[config.mk]
export PLATFORM = sky130hd
export DESIGN_NAME = irq_enclr_reg
export DESIGN_NICKNAME = d
export VERILOG_FILES = /design/src/rtl/irq_enclr_reg.sv
export SDC_FILE = /design/constraint.sdc
export NUM_CORES = 1
export LEC_CHECK = 0
export BUFFER_PORTS_ARGS = -buffer_cell sky130_fd_sc_hd__buf_2
export CORE_ASPECT_RATIO = 1.2
export CORE_MARGIN = 5
export CORE_UTILIZATION = 38
export CTS_BUF_LIST = sky130_fd_sc_hd__clkbuf_8
export DETAILED_ROUTE_END_ITERATION = 8
export PLACE_DENSITY = 0.73
export SLEW_MARGIN = 20
export SYNTH_ARGS = -nofsm -noshare
export SYNTH_HDL_FRONTEND = slang
export SYNTH_SLANG_ARGS = --single-unit
[constraint.sdc]
create_clock -name clk_i -period 0.8 [get_ports clk_i]
set_input_delay 0.04 -clock clk_i [delete_from_list [all_inputs] [get_ports clk_i]]
set_output_delay 0.04 -clock clk_i [all_outputs]
set_load 0.02 [all_outputs]
[src/rtl/irq_enclr_reg.sv]
module irq_enclr_reg #(
  parameter int NSRC    = 5,
  parameter int DW      = 16,
  parameter int CLR_LSB = 8
) (
  input  logic          clk_i,
  input  logic          rst_ni,
  input  logic          wr_en_i,
  input  logic [DW-1:0] wr_data_i,
  input  logic [NSRC-1:0] src_i,
  output logic [DW-1:0] rd_data_o,
  output logic          irq_o
);

  localparam int PEND_MSB = CLR_LSB + NSRC - 1;

  logic [NSRC-1:0] en_q, pend_q, src_q;
  logic [NSRC-1:0] rise, clr;

  assign rise = src_i & ~src_q;
  assign clr  = wr_en_i ? wr_data_i[PEND_MSB:CLR_LSB] : '0;

  always_ff @(posedge clk_i or negedge rst_ni) begin
    if (!rst_ni) begin
      en_q   <= '0;
      pend_q <= '0;
      src_q  <= '0;
    end else begin
      src_q  <= src_i;
      pend_q <= (pend_q & ~clr) | rise;
      if (wr_en_i) en_q <= wr_data_i[NSRC-1:0];
    end
  end

  always_comb begin
    rd_data_o = '0;
    rd_data_o[NSRC-1:0]        = en_q;
    rd_data_o[PEND_MSB:CLR_LSB] = pend_q;
  end

  assign irq_o = |(pend_q & en_q);

  p_enable_load_r2: assert property (@(posedge clk_i) disable iff (!rst_ni)
    wr_en_i |=> rd_data_o[NSRC-1:0] == $past(wr_data_i[NSRC-1:0]));

  p_irq_needs_pair_r5: assert property (@(posedge clk_i) disable iff (!rst_ni)
    irq_o |-> (rd_data_o[PEND_MSB:CLR_LSB] & rd_data_o[NSRC-1:0]) != '0);

  generate
    for (genvar i = 0; i < NSRC; i++) begin : g_chk
      p_rise_sets_r3: assert property (@(posedge clk_i) disable iff (!rst_ni)
        $rose(src_i[i]) |=> rd_data_o[CLR_LSB+i]);

      p_clear_r4: assert property (@(posedge clk_i) disable iff (!rst_ni)
        (wr_en_i && wr_data_i[CLR_LSB+i] && !$rose(src_i[i])) |=> !rd_data_o[CLR_LSB+i]);

      p_hold_r4: assert property (@(posedge clk_i) disable iff (!rst_ni)
        (rd_data_o[CLR_LSB+i] && !(wr_en_i && wr_data_i[CLR_LSB+i])) |=> rd_data_o[CLR_LSB+i]);

      p_event_wins_r6: assert property (@(posedge clk_i) disable iff (!rst_ni)
        (wr_en_i && wr_data_i[CLR_LSB+i] && $rose(src_i[i])) |=> rd_data_o[CLR_LSB+i]);
    end
  endgenerate

endmodule

# == Word-level counts from Yosys, hierarchy flattened ==
# Index checks and enable logic that the tools add are counted.
# totals
elab_cells,11
rom_bits,0
latchBits,0
output_inout_bits,17
in_bits,24
n_memories,0
mem_bits_rw,0
register_bits,15
# classes
multipliers,0
n_eq_ne,0
add_sub_neg,0
mux,1
n_lt_le_gt_ge,0
n_reduce_logical,1
div_mod_pow,0
shifts,0
bitwise,6
# ops
operator,count
$and A5 B5 Y5,3
$not A5 Y5,2
$mux W5,1
$or A5 B5 Y5,1
$reduce_or A5 Y1,1

# == Longest topological paths before layout ==
# depth
ltp_word,4
ltp_mapped,3
depth_no_buf,2

# == Worst setup path after synthesis ==
# No wires, ideal clock.
# synth_path
path_type,reg-to-output
start,register en_q[0]
end,output irq_o
path_buffers,0
arrival_ns,0.977
path_slack_ns,-0.217
t_required_ns,0.760
path_stages_with_launch,3
cell_sequence,dfrtp_1 > a222oi_1 > nand2_1
# synth_via
elab_chain_cells,2
# synth_lines
item,line_no,text
"start, declared",17,"logic [NSRC-1:0] en_q, pend_q, src_q;"
"start signal, assigned",31,if (wr_en_i) en_q <= wr_data_i[NSRC-1:0];
$and A5 B5 Y5,41,assign irq_o = |(pend_q & en_q);
$reduce_or A5 Y1,41,
"end, declared",12,output logic irq_o
# No other way between the ends.

# == Final worst setup path ==
# layout_path
start,register pend_q[0]
end,output irq_o
# layout_via
elab_chain_cells,2
# layout_lines
item,line_no,text
"start, declared",17,
"start signal, assigned",30,pend_q <= (pend_q & ~clr) | rise;
$and A5 B5 Y5,41,
$reduce_or A5 Y1,41,
# No other way between the ends.

==> out/metrics.cfg <==
[cells_and_area]
antenna_cells = 0
area_growth_syn_to_layout_pct = 64.3
final_common_cell = buf_2
layout-drive-gt1-share_pct = 56.0
finalInstanceArea_um2 = 1010
final_cell_mix = buf_2 (18), buf_6 (17), dfrtp_1 (10)
final_nets = 116

[worst_setup_path]
worst_setup_path_start_kind = flip-flop
critPathCapture = irq_o
cp_data_arrival_time_ps = 1200
rr_startpoint = en_q[0]
end_kind = primary output
r2r-end = en_q[0]
required_ps = 760
ff2ff_path_depth = 3
r2r_setup_slack_ps = -200
criticalPathCategory = flip-flop to primary output
path_max_fanout = 2
cp-startpoint = pend_q[0]

[power]
p_leak_nw = 0.529
p_per_area_nw_per_um2 = 2030
pwr-share-clk_pct = 29.7
internal-power_mw = 1.49
vdd_ir_drop_max_mv = 1.15
combPwrFrac_pct = 27.4
p_seq_share_pct = 43.0
swShare_pct = 27.2
p_switching_mw = 0.555

[route]
drt-pass1-iter-count = 4
vias = 494
wl_um = 1620
drtIter0Drc = 8
ant_nets = 0
wl_per_cell_um = 14.9
routed_via_density = 4.53
route.detailed.drc = 0

[timing]
fin_skew_ps = 1.19
rsz0062_at_grt = yes
finalHoldViolCount = 0
fin_crit_ps = 1240
fin_setup_tns_ps = -2090
fin_ws_ps = -444
finalSetupViolCount = 18
timing.final.crit_share_pct = 155
clock.fmax_mhz = 804
slew_violations = 0

[placement]
pre_cts_ws_ps = -194
port_buffers = 28
hpwl_um = 1160
placed_cell_area_um2 = 805
finalWeightedCongestion = 0.747

[synthesis]
synth_seq_cells = 15
syn_area_per_cell_um2 = 13.3
synthTopCellsByArea = dfrtp_1 (61%), mux2_4 (12%), buf_4 (7.3%)
synth_top_area_share_pct = 61.2
synth_top_area_cell = dfrtp_1
synth_cell_types = 10
yosys_warnings = 0
yosysSeqAreaShare_pct = 61.2
syn-cell-area_um2 = 613
syn_inst = 46

[job]
cap_violations = 0

[clocking]
tritoncts = done
cts_root_buf = clkbuf_8
cts_buffers = 3
clockBufferDepth = 2
clk_pin_slew_worst_paths_ps = 60
clock-sinks = 15
htreeDepth = 1
worstSkewPairLatency_ps = 240

[hold_path]
hold_depth = 2
hold_path_class = primary input to flip-flop

[die]
dieArea_um2 = 2520
rows = 16
die_w_um = 46.7
die_y_um = 54
initial_utilization_pct = 38.8
boundaryPins = 41
core_um2 = 1580

[grt]
grt_pass1_wl_um = 2420
grt-ovfl-total = 0
antenna_found_initial = 0
grt_max_degree = 16
grt_usage_pct = 14.2
grt_pass1_vias = 521

[run_status]
violations = setup timing
status = finished with violations

-- synth_stat cells --
cell,number
nand2_1,6
conb_1,1
mux2_4,5
a22oi_1,1
inv_1,5
buf_4,6
dfrtp_1,15
a222oi_1,1
buf_6,1
a22o_1,5
-- registers in the layout, indices dropped and copies added (netlist names) --
| signal | flops |
|---|---|
| src_q | 5 |
| en_q | 5 |
| pend_q | 5 |
-- worst min path at each step --
stage,startpoint,endpoint,slack [ps]
floorplan,rst_ni,en_q[0],-260
global placement,rst_ni,src_q[0],-50
detailed placement,rst_ni,pend_q[3],-40
CTS,wr_data_i[4],en_q[4],20
global route,wr_data_i[3],en_q[3],20
finish,wr_data_i[4],en_q[4],30
-- stage by stage --
step           power, mW  hold slack [ps]  instances  util (%)
3_3_place_gp        1.29            -48.3         98      50.9
3_5_place_dp        1.30            -41.0         98      50.9
5_1_grt             2.15             21.2        109      63.7
2_1_floorplan       1.12             -256         51         -
6_report            2.04             26.2        109      63.7
4_1_cts             2.05             22.4        109      63.3
-- critical path: stages (launching register included) --
cell and delay, ps:
dfrtp_1 380, a222oi_1 330, nand2_1 90, buf_2 160
-- logic make-up after synthesis --
logic type	share of synthesized area (%)
compound gates	10.0
mux	12.2
other cells	0.612
flops	61.2
simple gates	3.67
buf+inv	12.2
-- layer usage --
metal / wire length [µm] / track usage, %
met1: 601 / 18.4
met3: 69 / 2.01
met2: 925 / 22.2
met4: 28 / 8.29
met5: 0 / 0
-- power by group through the flow --
stage	combinational (mW)	clock, mW	sequential, mW
6_report	0.559	0.605	0.876
3_5_place_dp	0.422	0	0.882
5_1_grt	0.596	0.672	0.881
2_1_floorplan	0.162	0	0.954
4_1_cts	0.552	0.626	0.874
3_3_place_gp	0.415	0	0.876
-- cell type report --
class / instances / area (µm²)
clock buffer: 3 / 41.3
clock inverter: 1 / 5.00
multi-input combinational: 24 / 181
fill: 127 / 574
tap: 18 / 22.5
sequential: 15 / 382
timing repair buffer: 43 / 357
inverter: 5 / 18.8
-- what timing repair did --
item	4_1_cts	5_1_grt
endpoints found under the setup margin	19	21
hold endpoints to repair	20	0
buffers inserted	4	4
hold buffers	6	0
gates cloned	0	0
pin swaps	2	2
resized for setup	25	5
Power figures use the tool's default switching activity.
